**src/rtl/acq_trig_pkg.sv**
```systemverilog
package acq_trig_pkg;

   typedef enum logic [1:0] {
      MODE_FREE     = 2'd0,
      MODE_ONESHOT  = 2'd1,
      MODE_PERFRAME = 2'd2,
      MODE_ENVELOPE = 2'd3
   } cap_mode_e;

   typedef enum logic {
      UNIT_TIME  = 1'b0,
      UNIT_LINES = 1'b1
   } dly_unit_e;

endpackage

```
**src/rtl/trig_front.sv**
```systemverilog
module trig_front #(
   parameter int N_TRIG      = 4,
   parameter int SYNC_STAGES = 2,
   parameter int SEL_W       = 2
) (
   input  logic              clk,
   input  logic              rst_n,
   input  logic [N_TRIG-1:0] trig_in,
   input  logic [SEL_W-1:0]  src_sel,
   input  logic              edge_mode,
   output logic              sel_lvl,
   output logic              evt
);

   logic [N_TRIG-1:0][SYNC_STAGES-1:0] chain_q;
   logic [N_TRIG-1:0]                  synced;
   logic                               pick;
   logic                               pick_q;

   // one synchroniser chain per trigger line
   for (genvar gi = 0; gi < N_TRIG; gi++) begin : g_sync
      always_ff @(posedge clk) begin
         if (!rst_n) chain_q[gi] <= '0;
         else        chain_q[gi] <= {chain_q[gi][SYNC_STAGES-2:0], trig_in[gi]};
      end
      assign synced[gi] = chain_q[gi][SYNC_STAGES-1];
   end

   always_comb begin
      pick = 1'b0;
      for (int i = 0; i < N_TRIG; i++) begin
         if (src_sel == SEL_W'(i)) pick = synced[i];
      end
   end

   always_ff @(posedge clk) begin
      if (!rst_n) pick_q <= 1'b0;
      else        pick_q <= pick;
   end

   assign sel_lvl = pick;
   assign evt     = edge_mode ? (pick & ~pick_q) : pick;

endmodule

```
**src/rtl/trig_delay.sv**
```systemverilog
module trig_delay
   import acq_trig_pkg::*;
#(
   parameter int DLY_W = 16
) (
   input  logic             clk,
   input  logic             rst_n,
   input  logic             enable,
   input  logic             evt_in,
   input  logic             us_tick,
   input  logic             lval,
   input  dly_unit_e        unit_sel,
   input  logic [DLY_W-1:0] dly_cnt,
   output logic             eff_trig,
   output logic             drop
);

   logic             busy_q;
   logic [DLY_W-1:0] rem_q;
   logic             lval_q;
   logic             unit_step;

   always_ff @(posedge clk) begin
      if (!rst_n) lval_q <= 1'b0;
      else        lval_q <= lval;
   end

   assign unit_step = (unit_sel == UNIT_LINES) ? (lval & ~lval_q) : us_tick;

   always_ff @(posedge clk) begin
      if (!rst_n) begin
         busy_q   <= 1'b0;
         rem_q    <= '0;
         eff_trig <= 1'b0;
         drop     <= 1'b0;
      end else begin
         eff_trig <= 1'b0;
         drop     <= 1'b0;
         if (!enable) begin
            busy_q <= 1'b0;
         end else if (busy_q) begin
            // pending delay: new events are thrown away
            if (evt_in) drop <= 1'b1;
            if (unit_step) begin
               if (rem_q == DLY_W'(1)) begin
                  busy_q   <= 1'b0;
                  eff_trig <= 1'b1;
               end else begin
                  rem_q <= rem_q - DLY_W'(1);
               end
            end
         end else if (evt_in) begin
            if (dly_cnt == '0) begin
               eff_trig <= 1'b1;
            end else begin
               busy_q <= 1'b1;
               rem_q  <= dly_cnt;
            end
         end
      end
   end

endmodule

```
**src/rtl/cap_policy.sv**
```systemverilog
module cap_policy
   import acq_trig_pkg::*;
(
   input  logic      clk,
   input  logic      rst_n,
   input  cap_mode_e mode,
   input  logic      arm,
   input  logic      eff_trig,
   input  logic      env_lvl,
   input  logic      fval,
   input  logic      lval,
   output logic      acq_en,
   output logic      acq_done
);

   logic unit_v;
   logic unit_q;
   logic unit_rise;
   logic unit_fall;
   logic run_q;
   logic pend_q;
   logic cap_q;
   logic go;
   logic start;

   // envelope mode works on lines, the others on frames
   assign unit_v    = (mode == MODE_ENVELOPE) ? lval : fval;
   assign unit_rise = unit_v & ~unit_q;
   assign unit_fall = ~unit_v & unit_q;

   always_comb begin
      unique case (mode)
         MODE_FREE:     go = 1'b1;
         MODE_ONESHOT:  go = run_q;
         MODE_PERFRAME: go = pend_q;
         MODE_ENVELOPE: go = env_lvl;
         default:       go = 1'b0;
      endcase
   end

   assign start  = unit_rise & go & arm;
   assign acq_en = unit_v & (cap_q | start);

   always_ff @(posedge clk) begin
      if (!rst_n) begin
         unit_q   <= 1'b0;
         cap_q    <= 1'b0;
         acq_done <= 1'b0;
      end else begin
         unit_q   <= unit_v;
         acq_done <= unit_fall & cap_q;
         if (start)          cap_q <= 1'b1;
         else if (unit_fall) cap_q <= 1'b0;
      end
   end

   always_ff @(posedge clk) begin
      if (!rst_n)                             run_q <= 1'b0;
      else if (!arm || mode != MODE_ONESHOT)  run_q <= 1'b0;
      else if (eff_trig)                      run_q <= 1'b1;
   end

   always_ff @(posedge clk) begin
      if (!rst_n)                             pend_q <= 1'b0;
      else if (!arm || mode != MODE_PERFRAME) pend_q <= 1'b0;
      else                                    pend_q <= (pend_q & ~unit_rise) | eff_trig;
   end

endmodule

```
**src/rtl/acq_trig_seq.sv**
```systemverilog
module acq_trig_seq
   import acq_trig_pkg::*;
#(
   parameter  int N_TRIG      = 4,
   parameter  int DLY_W       = 16,
   parameter  int SYNC_STAGES = 2,
   localparam int SEL_W       = (N_TRIG > 1) ? $clog2(N_TRIG) : 1
) (
   input  logic              clk,
   input  logic              rst_n,
   input  logic [N_TRIG-1:0] trig_in,
   input  logic              fval,
   input  logic              lval,
   input  logic              us_tick,
   input  logic [1:0]        cfg_mode,
   input  logic              cfg_arm,
   input  logic [SEL_W-1:0]  cfg_src,
   input  logic              cfg_edge,
   input  logic              cfg_dly_lines,
   input  logic [DLY_W-1:0]  cfg_dly_cnt,
   output logic              acq_en,
   output logic              acq_done,
   output logic              trig_seen,
   output logic              trig_drop
);

   if (N_TRIG < 1) begin : g_bad_ntrig
      $error("acq_trig_seq: N_TRIG must be at least 1");
   end
   if (SYNC_STAGES < 2) begin : g_bad_sync
      $error("acq_trig_seq: SYNC_STAGES must be at least 2");
   end
   if (DLY_W < 1) begin : g_bad_dly
      $error("acq_trig_seq: DLY_W must be at least 1");
   end

   cap_mode_e mode;
   dly_unit_e unit_sel;
   logic      sel_lvl;
   logic      evt;
   logic      trig_path_on;
   logic      eff_trig;

   assign mode         = cap_mode_e'(cfg_mode);
   assign unit_sel     = dly_unit_e'(cfg_dly_lines);
   assign trig_path_on = cfg_arm & ((mode == MODE_ONESHOT) | (mode == MODE_PERFRAME));

   trig_front #(
      .N_TRIG      (N_TRIG),
      .SYNC_STAGES (SYNC_STAGES),
      .SEL_W       (SEL_W)
   ) front_i (
      .clk       (clk),
      .rst_n     (rst_n),
      .trig_in   (trig_in),
      .src_sel   (cfg_src),
      .edge_mode (cfg_edge),
      .sel_lvl   (sel_lvl),
      .evt       (evt)
   );

   trig_delay #(
      .DLY_W (DLY_W)
   ) delay_i (
      .clk      (clk),
      .rst_n    (rst_n),
      .enable   (trig_path_on),
      .evt_in   (evt),
      .us_tick  (us_tick),
      .lval     (lval),
      .unit_sel (unit_sel),
      .dly_cnt  (cfg_dly_cnt),
      .eff_trig (eff_trig),
      .drop     (trig_drop)
   );

   cap_policy policy_i (
      .clk      (clk),
      .rst_n    (rst_n),
      .mode     (mode),
      .arm      (cfg_arm),
      .eff_trig (eff_trig),
      .env_lvl  (sel_lvl),
      .fval     (fval),
      .lval     (lval),
      .acq_en   (acq_en),
      .acq_done (acq_done)
   );

   assign trig_seen = eff_trig;

endmodule

```
**config.mk**
```make
export PLATFORM = sky130hd
export DESIGN_NAME = acq_trig_seq
export DESIGN_NICKNAME = d
export VERILOG_FILES = /design/src/rtl/acq_trig_pkg.sv /design/src/rtl/trig_front.sv /design/src/rtl/trig_delay.sv /design/src/rtl/cap_policy.sv /design/src/rtl/acq_trig_seq.sv
export SDC_FILE = /design/constraint.sdc
export NUM_CORES = 1
export LEC_CHECK = 0
export BUFFER_PORTS_ARGS = -buffer_cell sky130_fd_sc_hd__buf_2
export CAP_MARGIN = 20
export CORE_AREA = 2 2 61 63
export CTS_BUF_LIST = sky130_fd_sc_hd__clkbuf_8
export DETAILED_ROUTE_END_ITERATION = 10
export DIE_AREA = 0 0 63 65
export PLACE_DENSITY = 0.78
export RECOVER_POWER = 50
export SYNTH_ARGS = -nofsm -noshare
export SYNTH_HDL_FRONTEND = slang
export SYNTH_SLANG_ARGS = --single-unit
```
**constraint.sdc**
```tcl
create_clock -name clk -period 2.1 [get_ports clk]
set_clock_uncertainty 0.05 [all_clocks]
set_input_delay 0.525 -clock clk [delete_from_list [all_inputs] [get_ports clk]]
set_output_delay 0.525 -clock clk [all_outputs]
set_load 0.02 [all_outputs]
```
**After elaboration in Yosys (flattened, before gate mapping)**

Index checks and enable logic that the tools add are counted.

- Multiplexer cells: 26
- Bitwise operators: 19
- Eq/ne operators: 12
- $add $sub $neg: 1
- Reduce and logical (&&, ||, !) cells: 13

Operators by type and width:

| operator | number |
|---|---|
| $mux 16 | 5 |
| $mux 1 | 20 |
| $eq 16x1->1 const B | 1 |
| $logic_not 16->1 | 1 |
| $sub 16x1->16 const B | 1 |
| $and 1x1->1 | 10 |
| $eq 2x2->1 const B | 4 |
| $ne 2x2->1 const B | 3 |
| $not 1->1 | 6 |
| $reduce_and 5->1 | 1 |
| $eq 2x1->1 const B | 2 |
| $logic_not 2->1 | 2 |
| $ne 2x1->1 const B | 2 |
| $pmux 1 s4 | 1 |
| $reduce_bool 2->1 | 2 |
| $reduce_or 2->1 | 2 |
| $or 1x1->1 | 3 |
| $reduce_and 3->1 | 1 |
| $logic_or 1x1->1 | 2 |
| $reduce_and 2->1 | 1 |
| $logic_not 1->1 | 1 |

- Word-level logic and storage cells: 86
- Output and inout bits: 4
- Bits in registers: 34
- Input port bits: 32

**Logic depth before layout (Yosys ltp)**

- Depth after elaboration: 10
- Depth in mapped cells: 8
- Gate-level depth less buffers: 7

**By module**

From an unflattened synthesis, not the netlist that was laid out.

- Cells, all modules: 222
- Area total of the unflattened synthesis: 1865.5 µm²

Modules (own cells, without submodules):

| module | cells an instance | times used | sequential area each (µm²) | area an instance (µm²) |
|---|---|---|---|---|
| trig_delay | 174 | 1 | 400.4 | 1350.0 |
| trig_front | 20 | 1 | 180.2 | 270.3 |
| cap_policy | 26 | 1 | 100.1 | 230.2 |
| acq_trig_seq | 2 | 1 | 0.0 | 15.0 |

**Worst setup path before layout**

No wires, ideal clock.

- Path type: input port to output port
- Start point: input cfg_src[0]
- End point: output acq_en
- Stages: 4
- Required time: 1.525 ns
- Path buffers: 0
- Path slack: 0.035 ns
- Data arrival time: 1.490 ns
- Cells stage by stage: mux4_2 a21oi_1 nor4b_1 a21o_1

- Longest elaborated chain between the ends: 10
- Elaborated cells between the ends (all ways): 13
- Classes of those cells: eq/ne (3); mux (5); bitwise (4); reduce/logical (1)

RTL lines:

| what | RTL line | RTL |
|---|---|---|
| start, declared | acq_trig_seq.sv:17 | `input logic [SEL_W-1:0] cfg_src,` |
| $logic_not 2->1 | trig_front.sv:32 | `if (src_sel == SEL_W'(i)) pick = synced[i];` |
| $mux 1 (3 in a row) | trig_front.sv:32 |  |
| $mux 1 * | trig_front.sv:32 |  |
| $pmux 1 s4 * | cap_policy.sv:32 | `unique case (mode)` |
| $and 1x1->1 * (2 in a row) | cap_policy.sv:41 | `assign start = unit_rise & go & arm;` |
| $or 1x1->1 * | cap_policy.sv:42 | `assign acq_en = unit_v & (cap_q \| start);` |
| $and 1x1->1 * | cap_policy.sv:42 |  |
| end, declared | acq_trig_seq.sv:21 | `output logic acq_en,` |

Every way passes the cells marked *; elsewhere a longest branch is shown, timed or not.

**Worst setup path in the final report**

- Start point: input cfg_mode[1]
- End point: output acq_en

- Longest elaborated chain between the ends: 7
- Elaborated cells between the ends (all ways): 11
- Classes of those cells: eq/ne (3); mux (2); bitwise (5); reduce/logical (1)

RTL lines:

| what | RTL line | RTL |
|---|---|---|
| start, declared | acq_trig_seq.sv:15 | `input logic [1:0] cfg_mode,` |
| $eq 2x2->1 | cap_policy.sv:27, cap_policy.sv:32 |  |
| $mux 1 | cap_policy.sv:27 | `assign unit_v = (mode == MODE_ENVELOPE) ? lval : fval;` |
| $and 1x1->1 | cap_policy.sv:28 | `assign unit_rise = unit_v & ~unit_q;` |
| $and 1x1->1 (2 in a row) | cap_policy.sv:41 |  |
| $or 1x1->1 | cap_policy.sv:42 |  |
| $and 1x1->1 * | cap_policy.sv:42 |  |

Marked as above.

==> results.md <==
* Pin count of the biggest net entering global routing at 18
* P_int at 1.29 mW
* Via Count at between 1500 and 2000
* Via density per instance at 5.70
* Fraction of synthesis flops using an asynchronous set or reset pin at 0%
* Width of the chip at ~63 um
* Number of diodes at 0
* Leading post-synthesis cells by cell area: sky130_fd_sc_hd__dfxtp_1, sky130_fd_sc_hd__ha_1, sky130_fd_sc_hd__nand2_1
* Detailed-routing iteration count for the pre-antenna-repair pass at 4
* Top-level port count at 36
* Synth warnings at 0
* Number of buffers inserted for hold repair after clock tree synthesis at 0
* Final-stage net count at a little over 300
* Initial antenna violation count at 0
* Total wirelength of the detailed-routed design at between 4000 and 5000 um
* Unrepaired setup endpoints after global routing: yes
* Clock power share at 44.3%
* Post-CTS Setup Bufs at 0
* Outcome: complete, but fails checks
* Power density over the cells at between 600 and 700 nW/um^2
* Row count at 22
* Violation count after the first detailed-route iteration at 106
* Count of pins over their slew limit at 0
* Number of antenna-violating nets in the routed design at 0
* WL/cell at around 15 um
* Clock sink count at 34
* Clock insertion delay at the later pin of the skew report at just under 300 ps
* MaxCap Viol Count at 0
* Clock tree from TritonCTS: built
* Gate power share at 15.7%
* Static Leak at 0.990 nW
* Clock transition time at the flip-flop clock pins of the worst setup and hold paths at 70 ps
* Detailed placement HPWL at 3380 um
* Most common cell after layout, fill and taps aside: sky130_fd_sc_hd__dfxtp_1
* Core area at about 3500 um^2
* Share of synthesized area occupied by flip-flops and latches at roughly 36%
* Violations in the final reports: setup timing
* Die ar. at 4100 um^2
* Arrival time reported for the critical path endpoint at 1650 ps
* Type of origin of the critical path: input pin
* Post-Syn Nets at 250
* Synth Area per Inst at between 8 and 9 um^2
* Critical path type: input pin to output pin
* Number of hold violations in the final report at 0
* Switching share of total power at a little under a quarter
* Number of fillers in the final layout at around 270
* Congestion Overflow GR at 0
* CTS H-tree depth at 2
* Max Freq at 450 MHz
* Register bit total from synthesis at 34
* Maximum net fanout on the critical path at 3
* Worst-case vdd ir drop at roughly 0.52 mV
* GR Util All Layers at about 24%
* Slew of the pin with the lowest slew margin at 524 ps
* Tightest slew margin relative to the limit at between 60% and 70%
* Post-synth top area share at approximately 36%
* Area growth from synthesis to final layout at 30.8%
* Number of standard cells after synthesis at 212
* # DRC at 0
* Initial core utilization at a little over half
* Syn Std Cell Area at 1880 um^2
* Period utilization at 106%
* Cell Area, Placed at between 2000 and 2500 um^2
* Most used DFF post-synth: sky130_fd_sc_hd__dfxtp_1
* Hold slack final at just under 400 ps
* Maximum buffer depth of the clock tree at 2
* Hold/Removal Path Class: flop to flop
* Switching power at between 0.3 and 0.4 mW
* Final GP Congestion at around 0.93
* Minimum clock period at between 2000 and 2500 ps
* Number of flops mapped to enable cells by yosys at 0
* Sequential Power Share at between 40% and 50%
* Vertical extent of the die at approximately 65 um
* Largest area contributor in the synthesized netlist: sky130_fd_sc_hd__dfxtp_1
* Post-placement worst setup slack at -243 ps
* Vias in the first global route at between 1500 and 2000
* Final setup margin at -124 ps
* Req. time, crit path at between 1500 and 2000 ps
* Critical Path Sink Type: output pin
* Setup Viol. Count Final at 1
* Share of final-layout standard cells stronger than drive strength 1 at 30.0%
* Cell chosen for the clock root: sky130_fd_sc_hd__clkbuf_8
* Final standard cell area without fillers at between 2000 and 2500 um^2
* Wire length of the first global-routing pass at slightly below 8000 um
* Count of buffers inserted at the top-level ports at 35
* Most frequent cells in the layout: sky130_fd_sc_hd__dfxtp_1, sky130_fd_sc_hd__buf_2, sky130_fd_sc_hd__nand2_1
* TritonCTS Buffers at 5
* Number of distinct library cells after synthesis at 56
[cell families (layout without fill, tap and decap cells)]
logic type / after synthesis / after routing / synth area share (%)
adders and majority gates: 6 / 6 / 4.00
DFF: 34 / 34 / 36.2
AOI/OAI and AO/OA: 67 / 67 / 28.1
muxes: 3 / 3 / 2.27
buffers and inverters: 20 / 75 / 5.06
and+or+nand+nor: 82 / 82 / 24.3
[layout make-up]
| class | instances | area [um^2] | area share (%) |
|---|---|---|---|
| inverters | 8 | 30.0 | 1.22 |
| clock inverters | 2 | 60.1 | 2.45 |
| repair buffers | 59 | 405 | 16.5 |
| multi-input cells | 158 | 1140 | 46.3 |
| clock buffers | 6 | 82.6 | 3.36 |
| well taps | 48 | 60.1 | 2.45 |
| flip-flops and latches | 34 | 681 | 27.7 |
[sequential cells by signal, indices dropped and copies added (netlist names)]
signal	count
delay_i.rem_q	16
front_i.chain_q	8
delay_i.busy_q	1
delay_i.drop	1
delay_i.eff_trig	1
delay_i.lval_q	1
front_i.pick_q	1
policy_i.acq_done	1
policy_i.cap_q	1
policy_i.pend_q	1
policy_i.run_q	1
policy_i.unit_q	1
[cell usage after synthesis (5+ instances only)]
cell type,count
sky130_fd_sc_hd__nor2_1,18
sky130_fd_sc_hd__clkbuf_1,6
sky130_fd_sc_hd__nand2_1,19
sky130_fd_sc_hd__ha_1,6
sky130_fd_sc_hd__nor3_1,9
sky130_fd_sc_hd__inv_1,7
sky130_fd_sc_hd__a211oi_1,5
sky130_fd_sc_hd__dfxtp_1,34
sky130_fd_sc_hd__o311ai_1,5
sky130_fd_sc_hd__a21oi_1,13
sky130_fd_sc_hd__and2_1,10
sky130_fd_sc_hd__o31ai_1,8
[metal layers]
metal	vias up	GRT usage (%)	share of wire [%]
met2	40	42.0	48
met3	4	5.03	4.2
li1	918	-	-
met5	-	0	0
met1	834	31.2	47
met4	0	6.39	0.69
[worst max-delay path, cell delays in order]
cell and delay [ps]:
sky130_fd_sc_hd__buf_6 90, sky130_fd_sc_hd__inv_2 50, sky130_fd_sc_hd__ha_4 150, sky130_fd_sc_hd__a221o_1 330
sky130_fd_sc_hd__a21oi_2 140, sky130_fd_sc_hd__nor4b_2 70, sky130_fd_sc_hd__a21o_1 160, sky130_fd_sc_hd__buf_6 120
[power by group through the flow]
stage | logic, mW | clock network, mW | registers, mW
6_report | 0.265 | 0.748 | 0.674
5_1_grt | 0.289 | 0.778 | 0.676
4_1_cts | 0.264 | 0.755 | 0.674
3_5_place_dp | 0.253 | 0 | 0.688
3_3_place_gp | 0.251 | 0 | 0.688
2_1_floorplan | 0.144 | 0 | 0.686
[final timing paths]
kind                                                     from  cells past startpoint  slack (ps)                       endpoint
worst min-delay path            front_i.chain_q[6]$_SDFF_PN0_                      1         390  front_i.chain_q[7]$_SDFF_PN0_
worst min register to register  front_i.chain_q[6]$_SDFF_PN0_                      1         390  front_i.chain_q[7]$_SDFF_PN0_
worst max register to register  delay_i.rem_q[2]$_SDFFE_PN0P_                      6         210  delay_i.rem_q[3]$_SDFFE_PN0P_
worst max-delay path                              cfg_mode[1]                      8        -120                         acq_en
[per-stage QoR]
step | power, mW | std cells | util [%] | TNS [ps]
floorplan | 0.829 | 212 | - | 0
global placement | 0.938 | 307 | 64.8 | -612
detailed placement | 0.942 | 307 | 64.8 | -1000
CTS | 1.69 | 315 | 70.6 | -107
global route | 1.74 | 315 | 70.3 | -185
finish | 1.69 | 315 | 70.3 | -124
[timing repair]
action / 4_1_cts / 5_1_grt
pin swaps: 4 / 0
setup endpoints to repair: 1 / 1
resized for setup: 15 / 0
(Power assumes the default switching activity.)
